===== src/rtl/aux_refcnt_pkg.sv =====
package aux_refcnt_pkg;
  // Slot number of a (destination, side output) pair, -1 when out of range
  function automatic int slot_index(input int unsigned d, input int unsigned o,
                                    input int unsigned n_dst, input int unsigned n_out);
    if (d >= n_dst || o >= n_out) return -1;
    return int'(d * n_out + o);
  endfunction
endpackage


===== src/rtl/aux_src_track.sv =====
module aux_src_track
  import aux_refcnt_pkg::*;
#(
  parameter int N_DST  = 3,
  parameter int N_OUT  = 2,
  parameter int DW     = 2,
  parameter int OW     = 1,
  parameter int N_SLOT = N_DST * N_OUT
) (
  input  logic              clk,
  input  logic              rst,
  input  logic              req,
  input  logic              edge_mode,
  input  logic              mask,
  input  logic [DW-1:0]     dst,
  input  logic [OW-1:0]     outi,
  output logic              inc,
  output logic              dec,
  output logic [N_SLOT-1:0] inc_sel,
  output logic [N_SLOT-1:0] dec_sel
);
  logic              req_q;
  logic              was_act;
  logic              act;
  logic [N_SLOT-1:0] cur_sel;
  logic [N_SLOT-1:0] held_sel;

  always_comb begin
    int idx;
    idx = slot_index(int'(dst), int'(outi), N_DST, N_OUT);
    for (int s = 0; s < N_SLOT; s++) cur_sel[s] = (idx == s);
  end

  assign act     = ~mask & (edge_mode ? (req & ~req_q) : req);
  assign inc     = act & ~was_act;
  assign dec     = ~act & was_act;
  assign inc_sel = inc ? cur_sel : '0;
  assign dec_sel = dec ? held_sel : '0;

  always_ff @(posedge clk) begin
    if (rst) begin
      req_q    <= 1'b0;
      was_act  <= 1'b0;
      held_sel <= '0;
    end else begin
      req_q   <= req;
      was_act <= act;
      if (inc) held_sel <= cur_sel;
    end
  end
endmodule


===== src/rtl/aux_slot_cnt.sv =====
module aux_slot_cnt #(
  parameter int N_SRC = 8,
  parameter int CW    = $clog2(N_SRC + 1)
) (
  input  logic             clk,
  input  logic             rst,
  input  logic [N_SRC-1:0] inc_col,
  input  logic [N_SRC-1:0] dec_col,
  output logic [CW-1:0]    cnt,
  output logic             irq
);
  logic [CW:0] n_inc, n_dec, sum, nxt;

  always_comb begin
    n_inc = '0;
    n_dec = '0;
    for (int i = 0; i < N_SRC; i++) begin
      n_inc = n_inc + {{CW{1'b0}}, inc_col[i]};
      n_dec = n_dec + {{CW{1'b0}}, dec_col[i]};
    end
    sum = {1'b0, cnt} + n_inc;
    nxt = (n_dec > sum) ? '0 : (sum - n_dec);
  end

  always_ff @(posedge clk) begin
    if (rst) begin
      cnt <= '0;
      irq <= 1'b0;
    end else begin
      cnt <= nxt[CW-1:0];
      irq <= (nxt != '0);
    end
  end
endmodule


===== src/rtl/aux_irq_refcnt.sv =====
module aux_irq_refcnt #(
  parameter  int N_SRC  = 8,
  parameter  int N_DST  = 3,
  parameter  int N_OUT  = 2,
  localparam int DW     = (N_DST > 1) ? $clog2(N_DST) : 1,
  localparam int OW     = (N_OUT > 1) ? $clog2(N_OUT) : 1,
  localparam int N_SLOT = N_DST * N_OUT,
  localparam int CW     = $clog2(N_SRC + 1)
) (
  input  logic                clk,
  input  logic                rst,
  input  logic [N_SRC-1:0]    src_req,
  input  logic [N_SRC-1:0]    src_edge,
  input  logic [N_SRC-1:0]    src_mask,
  input  logic [N_SRC*DW-1:0] src_dst,
  input  logic [N_SRC*OW-1:0] src_out,
  output logic [N_SLOT-1:0]   aux_irq
);
  logic [N_SLOT-1:0] inc_sel [N_SRC];
  logic [N_SLOT-1:0] dec_sel [N_SRC];
  logic [N_SRC-1:0]  inc_col [N_SLOT];
  logic [N_SRC-1:0]  dec_col [N_SLOT];
  logic [N_SRC-1:0]  src_inc, src_dec;
  logic [N_SLOT-1:0] slot_inc, slot_dec;
  logic [N_SLOT*CW-1:0] cnt_flat;

  for (genvar i = 0; i < N_SRC; i++) begin : g_src
    aux_src_track #(
      .N_DST(N_DST), .N_OUT(N_OUT), .DW(DW), .OW(OW), .N_SLOT(N_SLOT)
    ) u_trk (
      .clk      (clk),
      .rst      (rst),
      .req      (src_req[i]),
      .edge_mode(src_edge[i]),
      .mask     (src_mask[i]),
      .dst      (src_dst[i*DW +: DW]),
      .outi     (src_out[i*OW +: OW]),
      .inc      (src_inc[i]),
      .dec      (src_dec[i]),
      .inc_sel  (inc_sel[i]),
      .dec_sel  (dec_sel[i])
    );
  end

  for (genvar s = 0; s < N_SLOT; s++) begin : g_slot
    for (genvar i = 0; i < N_SRC; i++) begin : g_col
      assign inc_col[s][i] = inc_sel[i][s];
      assign dec_col[s][i] = dec_sel[i][s];
    end
    assign slot_inc[s] = |inc_col[s];
    assign slot_dec[s] = |dec_col[s];
    aux_slot_cnt #(.N_SRC(N_SRC), .CW(CW)) u_cnt (
      .clk    (clk),
      .rst    (rst),
      .inc_col(inc_col[s]),
      .dec_col(dec_col[s]),
      .cnt    (cnt_flat[s*CW +: CW]),
      .irq    (aux_irq[s])
    );
  end
endmodule


===== config.mk =====
export PLATFORM = sky130hd
export DESIGN_NAME = aux_irq_refcnt
export DESIGN_NICKNAME = d
export VERILOG_FILES = /design/src/rtl/aux_refcnt_pkg.sv /design/src/rtl/aux_src_track.sv /design/src/rtl/aux_slot_cnt.sv /design/src/rtl/aux_irq_refcnt.sv
export SDC_FILE = /design/constraint.sdc
export NUM_CORES = 1
export LEC_CHECK = 0
export CORE_ASPECT_RATIO = 1.4
export CORE_MARGIN = 2
export CORE_UTILIZATION = 40
export CTS_CLUSTER_DIAMETER = 100
export DETAILED_ROUTE_END_ITERATION = 16
export DONT_BUFFER_PORTS = 1
export GPL_TIMING_DRIVEN = 0
export PLACE_DENSITY_LB_ADDON = 0.2
export REMOVE_ABC_BUFFERS = 1
export SLEW_MARGIN = 20
export SYNTH_ARGS = -nofsm -noshare
export SYNTH_HDL_FRONTEND = slang
export SYNTH_SLANG_ARGS = --single-unit

===== constraint.sdc =====
create_clock -name clk -period 5 [get_ports clk]
set_input_delay 0 -clock clk [delete_from_list [all_inputs] [get_ports clk]]
set_output_delay 0 -clock clk [all_outputs]
set_load 0.02 [all_outputs]

==> results of run 1 <==
critical path: stages, from the launching register on:
cell and delay, ps:
dfxtp_2 320, nand2_2 50, or4b_4 510, buf_12 160
nor4b_4 230, ha_1 290, inv_2 70, fa_2 450
fa_2 620, fa_1 440, inv_2 90, ha_4 140
inv_2 30, fa_1 480, inv_2 60, fa_2 420
xnor2_2 180, and3_1 200, nand2_1 60, mux2i_1 130
o32ai_1 100
where the power goes:
group          switching, mW  internal (mW)
sequential            0.0455          0.804
clock                  0.342          0.345
combinational          0.274          0.260
routing by layer:
metal	routed length (µm)	vias to the layer above	track usage (%)
met5	0	-	0
met4	401	0	6.39
met3	738	18	3.31
met2	9210	92	33.3
met1	7950	2680	23.8
li1	-	2879	-
cell type report:
type | count | area [µm²]
Timing Repair Buffer | 101 | 976
Inverter | 102 | 383
Multi-Input combinational cell | 586 | 5480
Fill cell | 1684 | 8750
Antenna cell | 2 | 5.00
Sequential cell | 94 | 1890
Clock buffer | 9 | 225
Clock inverter | 7 | 57.6
Tap cell | 240 | 300
repair_timing:
action	4_1_cts	5_1_grt
hold buffers	66	0
cloned	0	0
gates resized for setup	53	72
buffers inserted	24	12
hold endpoints to repair	66	0
pin swaps	46	46
endpoints found under the setup margin	30	30
metrics by stage:
stage               setup WS, ps  total power, mW  hold WS [ps]
floorplan                  -95.8             1.14          62.4
global route                -383             2.20          30.3
finish                      -167             2.07          17.2
CTS                         -185             2.04          9.26
detailed placement          -769             1.22          88.4
global placement            -773             1.22          86.5
flip-flops by register name, summed over array words and instances (netlist names):
register / flops
g_slot.u_cnt.irq: 6
g_slot.u_cnt.cnt: 24
g_src.u_trk.req_q: 8
g_src.u_trk.held_sel: 48
g_src.u_trk.was_act: 8
cells by family after synthesis:
family          after synthesis  synth area share [%]
simple gates                277                  21.4
buf+inv                     123                  6.93
fa+ha+maj                   162                  32.9
xor+xnor                     34                  4.02
flops                        94                  25.4
mux                           1                 0.135
compound gates              112                  9.16
synth_stat cells (all sizes together), types with 4 or more instances:
cell type	instances	area share, %
nor4b	6	1.5
nand4b	4	0.47
nor2b	14	1.2
and2	12	1.0
ha	108	18
nand3	13	0.88
o21ai	10	0.68
o31ai	6	0.61
dfxtp	94	25
nand2b	10	0.85
inv	102	5.2
clkbuf	8	0.42
a21oi	63	4.3
nand2	62	3.1
a31oi	4	0.34
nor2	75	4.0
fa	54	15
and3	39	3.3
nor3b	4	0.47
a32oi	5	0.59
or4b	10	1.7
xnor2	26	3.1
a21o	16	1.6
buf	13	1.3
nand3b	20	2.0
xor2	8	0.95
final timing paths:
kind	startpoint	endpoint	slack, ps
worst max-delay path	g_src[0].u_trk.req_q	g_slot[4].u_cnt.irq	-170
worst min-delay path	src_req[6]	g_src[6].u_trk.was_act	20
worst max register to register	g_src[0].u_trk.req_q	g_slot[4].u_cnt.irq	-170
worst min register to register	g_src[5].u_trk.held_sel[4]	g_src[5].u_trk.held_sel[4]	450
==> impl_metrics.yaml, run 1 <==
outcome:
  outcome: "finished, violations left"
  failed_checks: "setup timing"
timing:
  drv_slew: 0
  layout_setup_ws_ps: -167
  setup_viol: 16
  slew_headroom_pct: 51.3
  worst_slew_pin_slew_ps: 729
  min_period_ps: 5170
  period_share_pct: 103
  skew_ps: 12.8
  rsz0062_at_grt: "yes"
  fin_tns_setup_ps: -1410
  hold_viol: 0
  fmax_ghz: 0.194
floorplanning:
  core_area_um2: 18100
  fp.dieW_um: 119
  ioPinCount: 56
  die_h_um: 165
  rows: 58
  start_util_pct: 41.0
  die_area_um2: 19600
clock_network:
  clkLatencyLatePin_ps: 360
  cts_root_buf: "clkbuf_16"
  cts-buffers-inserted: 9
  cts_tree: "yes"
  cts.sinks: 94
  h-tree-depth: 3
  clockBufferDepth: 2
  path_clk_slew_ps: 80
routing:
  drtPass1Iterations: 4
  drt_drc_violations_left: 0
  drt-initial-drc-count: 260
  ant_nets: 0
  wl_um: 18300
  num_vias: 5669
  wl_per_cell_um: 16.0
  via_per_inst: 4.97
pwr:
  ir_worst_vdd_uv: 136
  powerDensity_nw_per_um2: 222
  power.leakage_nw: 4.48
grt:
  grt_overflow: 0
  grt_start_max_net_pins: 65
  grt_pass1_wl_um: 28700
  grt_pass1_vias: 5653
  grtUsageTotal_pct: 19.1
  antenna_found_initial: 1
yosys:
  yosys_warnings: 0
  async_reset_ff_share_pct: 0
  syn_area_per_cell_um2: 9.21
  syn-cell-area_um2: 7400
  synth_edf_count: 0
  ys.flop_type: "dfxtp_1"
  synth-seq-area-share_pct: 25.4
  syn-instance-count: 803
  synth-seq-cells: 94
  ys_types: 45
hold_path:
  hold_path_depth: 2
  worst_hold_path_type: "in2reg"
placed_design:
  post-place-cells: 1022
  numPortBuffers: 0
  gp_congestion: 0.787
  dpl.hpwl_um: 13100
  placed_area_um2: 7570
cells_and_area:
  stdcell_count: 1141
  nNetsFinal: 1106
  utilization_pct: 51.6
  drive_above_1_share_pct: 18.2
  layout_common_cells: "ha_1, dfxtp_1, inv_1"
  synthToLayoutAreaGrowth_pct: 25.9
  mostFrequentLayoutCell: "ha_1"
  fin_area_um2: 9320
critical_path:
  arrival_ps: 5400
  required_ps: 5230
  crit_path_end_kind: "flop"
  cp_max_fo: 4
  critPathKind: "reg2reg"
  r2r_cells: 20
  start_kind: "flop"
job:
  max_cap_viol_count: 0
No activity file was read; power rests on OpenSTA's default activity.
==> run 2, diff against run 1 <==
--- a/config.mk
+++ b/config.mk
@@ -7,5 +7,5 @@
 export LEC_CHECK = 0
 export CORE_ASPECT_RATIO = 1.4
-export CORE_MARGIN = 2
+export CORE_MARGIN = 3
 export CORE_UTILIZATION = 40
 export CTS_CLUSTER_DIAMETER = 100
==> constraint.sdc (replaced) <==
create_clock -name clk -period 5 [get_ports clk]
set_input_delay 0 -clock clk [delete_from_list [all_inputs] [get_ports clk]]
set_output_delay 0 -clock clk [all_outputs]
set_load 0.1 [all_outputs]
==> run 2 against run 1 <==
  * The run still ends with setup timing left
  * Die area increased by 2.9%
  * Global-route usage decreased by 0.51 points
  * Maximum frequency up 1.1%
  * Utilization shrank 1.2 points
  * Worst hold slack improved by 9.8 ps
  * Highest routed layer unchanged
  * Critical path type unchanged
  * Non-clock buffer count fell by 13
  * Power grew 5.5%
  * Sequential share of layout area up 0.48 points
  * Sequential power increased by 14%
  * Final cell count down 1.3%
  * Sequential cell count unchanged
==> impl_metrics.yaml, run 2 (synthesis results as in run 1) <==
outcome:
  outcome: "finished, violations left"
  failed_checks: "setup timing"
routing:
  via_per_inst: 5.06
  num_vias: 5695
  drtPass1Iterations: 5
  wl_um: 18300
  drt-initial-drc-count: 258
  drt_drc_violations_left: 0
  ant_nets: 0
  wl_per_cell_um: 16.3
floorplanning:
  fp.dieW_um: 121
  ioPinCount: 56
  die_area_um2: 20200
  start_util_pct: 41.0
  die_h_um: 167
  rows: 58
  core_area_um2: 18100
clock_network:
  cts-buffers-inserted: 9
  path_clk_slew_ps: 80
  clockBufferDepth: 2
  clkLatencyLatePin_ps: 360
  cts.sinks: 94
  h-tree-depth: 3
  cts_root_buf: "clkbuf_16"
  cts_tree: "yes"
critical_path:
  rrSetupSlack_ps: -110
  slowest_delay_ps: 620
  cpMaxStageDelayCell: "fa_1"
  critPathKind: "reg2reg"
  critical_path.cell_chain: "nand2_2 -> or4b_4 -> nor4b_4 -> ha_1 -> inv_2 -> fa_2 -> fa_1 -> fa_1 -> inv_2 -> ha_4 -> inv_2 -> fa_2 -> inv_2 -> ha_4 -> nor2b_4 -> o21ai_2 -> a21boi_1 -> o31ai_2 -> o32ai_1"
  cp_max_fo: 4
  crit_family: "adder cells"
  r2r_cells: 19
  arrival_ps: 5340
  timing.rr.end: "g_slot[4].u_cnt.irq"
  cp_num_buf_inv: 4
  crit_top_cell: "inv_2"
  crit_path_end_kind: "flop"
  required_ps: 5230
  regToRegStartpoint: "g_src[1].u_trk.req_q"
  start_kind: "flop"
pwr:
  power_mw: 2.18
  power.internal_mw: 1.40
  p_clk_share_pct: 32.1
  p_sw_share_pct: 36.0
  p_sw_mw: 0.787
  p_comb_share_pct: 23.6
  p_seq_share_pct: 44.3
  powerDensity_nw_per_um2: 240
  power.leakage_nw: 4.43
  ir_worst_vdd_uv: 130
cells_and_area:
  top_regs: "g_src.u_trk.held_sel: 48 flops, g_slot.u_cnt.cnt: 24 flops"
  fin_area_um2: 9100
  mostFrequentLayoutCell: "ha_1"
  top_register: "g_src.u_trk.held_sel"
  synthToLayoutAreaGrowth_pct: 23.0
  drive_above_1_share_pct: 16.4
  largest_reg_flops: 48
  layout_common_cells: "ha_1, dfxtp_1, inv_1"
  nNetsFinal: 1093
  antenna_cells: 0
hold_path:
  hold_start: "src_mask[4]"
  hold_path_depth: 3
  worst_hold_path_type: "in2reg"
  holdPathEnd: "g_src[4].u_trk.held_sel[2]"
timing:
  hold_viol: 0
  layout_setup_ws_ps: -110
  rsz0062_at_grt: "yes"
  slew_headroom_pct: 36.0
  worst_slew_pin_slew_ps: 958
  fmax_ghz: 0.196
  holdWs_ps: 27.0
  setup_viol: 14
  skew_ps: 10.1
  drv_slew: 0
  period_share_pct: 102
  min_period_ps: 5110
grt:
  grtUsageTotal_pct: 18.6
  grt_start_max_net_pins: 65
  grt_overflow: 0
  antenna_found_initial: 0
  grt_pass1_vias: 5756
  grt_pass1_wl_um: 29500
placed_design:
  post-place-ws_ps: -800
  gp_congestion: 0.780
  placed_area_um2: 7570
  numPortBuffers: 0
  dpl.hpwl_um: 13400
job:
  max_cap_viol_count: 0
==> run 2: cell types whose count changed in the layout (fill, tap and decap cells not counted), sizes merged <==
cell | previous run | this run
inv | 105 | 107
diode | 2 | 0
buf | 36 | 29
clkinvlp | 2 | 1
dlygate4sd3 | 65 | 59
clkinv | 2 | 1
==> run 2: stage by stage <==
step	instances	TNS (ps)	util, %
final	1126	-647	50.4
after global routing	1126	-5300	50.4
after CTS	1119	-3800	48.9
after detailed placement	1022	-15880	41.9
after global placement	1022	-15690	41.9
after floorplan	782	-118	-
==> run 2: cell type report <==
class	count	area (µm²)
Clock buffer	9	225
Clock inverter	7	62.6
Fill cell	1729	8970
Inverter	102	383
Multi-Input combinational cell	586	5400
Sequential cell	94	1890
Tap cell	240	300
Timing Repair Buffer	88	836
==> run 2: worst max-delay path by stage <==
stage / from / end / cells after the start
3_3_place_gp: g_src[1].u_trk.was_act / g_slot[4].u_cnt.irq / 18
6_report: g_src[1].u_trk.req_q / g_slot[4].u_cnt.irq / 19
5_1_grt: g_src[1].u_trk.req_q / g_slot[4].u_cnt.irq / 19
2_1_floorplan: g_src[0].u_trk.was_act / g_slot[4].u_cnt.irq / 18
3_5_place_dp: g_src[1].u_trk.was_act / g_slot[4].u_cnt.irq / 18
4_1_cts: g_src[1].u_trk.req_q / g_slot[4].u_cnt.irq / 19
==> run 2: timing repair <==
item,4_1_cts,5_1_grt
endpoints found under the setup margin,30,30
hold buffers,59,1
hold endpoints to repair,66,1
pin swaps,41,62
gates cloned,0,0
setup buffers,22,7
resized for setup,56,53
==> run 2: routing by layer <==
metal | up-vias | share of wire (%) | GRT usage (%)
met4 | 0 | 1.4 | 4.83
met5 | - | 0 | 0
li1 | 2848 | - | -
met3 | 18 | 4.2 | 3.02
met2 | 110 | 51 | 32.3
met1 | 2719 | 43 | 23.8
==> run 2: worst min-delay path: stages <==
cell	delay (ps)
or4b_4	160
nand2_1	60
a21oi_1	120
==> run 2: power by group through the flow <==
stage | sequential [mW] | combinational [mW] | clock [mW]
final | 0.967 | 0.515 | 0.701
after global placement | 0.987 | 0.349 | 0
after detailed placement | 0.988 | 0.351 | 0
after global routing | 0.973 | 0.585 | 0.742
after CTS | 0.969 | 0.475 | 0.722
after floorplan | 0.979 | 0.282 | 0
==> run 3, diff against run 2 <==
CORE_UTILIZATION = 45   (was 40)
MAX_ROUTING_LAYER = met4   (was unset)
==> run 3 against run 2 <==
  * Maximum frequency is 0.67% lower
  * Routed wire length up 4.6%
  * Final cell count shrank 1.2%
  * Critical path type unchanged
  * Register-to-register slack worse by 30 ps
  * Sequential share of layout area fell by 0.62 points
  * Critical path depth is 1 lower
  * Utilization up 8.7 points
  * The run still ends with setup timing left
  * Non-clock buffer count grew 30
  * Count of clock-buffer cells in the layout unchanged
  * Setup slack got worse by 34 ps
  * Sequential power barely moved
==> impl_metrics.yaml, run 3 (synthesis results as in run 1) <==
outcome:
  outcome: "finished, violations left"
  failed_checks: "setup timing"
timing:
  fin_tns_setup_ps: -2490
  period_share_pct: 103
  slew_headroom_pct: 36.9
  hold_viol: 0
  skew_ps: 6.97
  setup_viol: 29
  layout_setup_ws_ps: -144
  rsz0062_at_grt: "yes"
  drv_slew: 0
  min_period_ps: 5140
  fmax_ghz: 0.194
  worst_slew_pin_slew_ps: 946
routing:
  wl_per_cell_um: 17.3
  num_vias: 5922
  drtPass1Iterations: 4
  drt_drc_violations_left: 0
  wl_um: 19200
  ant_nets: 0
  drt-initial-drc-count: 309
  via_per_inst: 5.33
grt:
  grt_overflow: 0
  met1_usage_pct: 25.3
  grt_pass1_wl_um: 30500
  use_met3_pct: 3.79
  grt-busiest-layer: "met2"
  grt_start_max_net_pins: 65
  met2_usage_pct: 39.2
  antenna_found_initial: 0
  grtUsageTotal_pct: 22.4
  grt_pass1_vias: 6224
clock_network:
  path_clk_slew_ps: 70
  h-tree-depth: 3
  cts_tree: "yes"
  clockBufferDepth: 2
  cts-buffers-inserted: 9
  cts_root_buf: "clkbuf_16"
  clkLatencyLatePin_ps: 360
  cts.sinks: 94
cells_and_area:
  mostFrequentLayoutCell: "ha_1"
  drive_above_1_share_pct: 19.2
  seqCellArea_um2: 1890
  largest_reg_flops: 48
  fill_cells: 1308
  synthToLayoutAreaGrowth_pct: 26.8
  nNetsFinal: 1123
  layout_common_cells: "ha_1, dfxtp_1, inv_1"
  top_register: "g_src.u_trk.held_sel"
  antenna_cells: 0
  top_regs: "g_src.u_trk.held_sel: 48 flops, g_slot.u_cnt.cnt: 24 flops"
  multiInputGateArea_um2: 5460
pwr:
  ir_worst_vdd_uv: 259
  powerDensity_nw_per_um2: 233
  power.leakage_nw: 4.54
critical_path:
  start_kind: "flop"
  critPathKind: "reg2reg"
  cp_max_fo: 7
  crit_path_end_kind: "flop"
  required_ps: 5230
  arrival_ps: 5380
floorplanning:
  die_h_um: 158
  rows: 54
  fp.dieW_um: 114
  start_util_pct: 46.6
  ioPinCount: 56
  die_area_um2: 18000
  core_area_um2: 15900
placed_design:
  gp_congestion: 0.863
  post-place-ws_ps: -748
  numPortBuffers: 0
  dpl.hpwl_um: 13500
job:
  max_cap_viol_count: 0
hold_path:
  worst_hold_path_type: "in2reg"
==> run 3: cell types whose count changed in the layout (fill, tap and decap cells not counted), sizes merged <==
cell         before  now
dlygate4sd3      59   81
buf              29   37
clkinv            1    4
inv             107  104
==> run 3: final cells by class <==
cell class                 instances  share of cell area, %
multi-input combinational        586                   58.2
sequential                        94                   20.2
timing repair buffer             118                   11.9
inverter                         102                   4.08
tap                              196                   2.61
clock buffer                       9                   2.40
clock inverter                     7                  0.600
==> run 3: worst paths after layout <==
check,endpoint,cells past startpoint,slack (ps),startpoint
setup / recovery,g_slot[3].u_cnt.irq,18,-140,g_src[0].u_trk.req_q
setup reg to reg,g_slot[3].u_cnt.irq,18,-140,g_src[0].u_trk.req_q
hold reg to reg,g_src[7].u_trk.held_sel[5],2,450,g_src[7].u_trk.held_sel[5]
hold / removal,g_src[4].u_trk.held_sel[4],3,20,src_mask[4]
==> run 3: report_power, final <==
part,switching [mW],internal (mW)
Sequential,0.164,0.803
Combinational,0.282,0.251
Clock,0.342,0.343
==> run 3: per-stage QoR <==
stage                     cell area, µm²  util, %  cells  power (mW)  hold WS [ps]
after floorplan                     7270        -    782        1.26          62.4
after global placement              7510     47.3    978        1.32          74.7
after detailed placement            7510     47.3    978        1.34          73.2
after CTS                           9080     57.2   1106        2.15          5.51
after global routing                9380     59.1   1112        2.29          37.7
final                               9380     59.1   1112        2.19          16.1
==> run 3: metal layers <==
layer	share of wire, %	routed length (µm)
met3	4.3	832
met1	41	7940
met2	51	9760
met5	0	0
met4	3.5	665
==> run 3: critical path: stages, from the launching register on <==
cell and delay (ps):
dfxtp_2 320, nand2_2 80, or4b_4 570, nor2_4 160, and3_4 200, ha_4 190
inv_2 50, fa_1 440, fa_1 560, fa_1 500, inv_1 70, ha_2 200
inv_2 40, fa_1 460, xnor2_1 150, ha_1 360, xor2_1 200, nor3b_1 300
a31oi_2 140
==> run 3: repair_timing <==
item | 4_1_cts | 5_1_grt
hold buffers | 82 | 0
setup buffers | 30 | 6
endpoints found under the hold margin | 66 | 0
endpoints found under the setup margin | 30 | 30
pin swaps | 53 | 61
gates resized for setup | 61 | 68
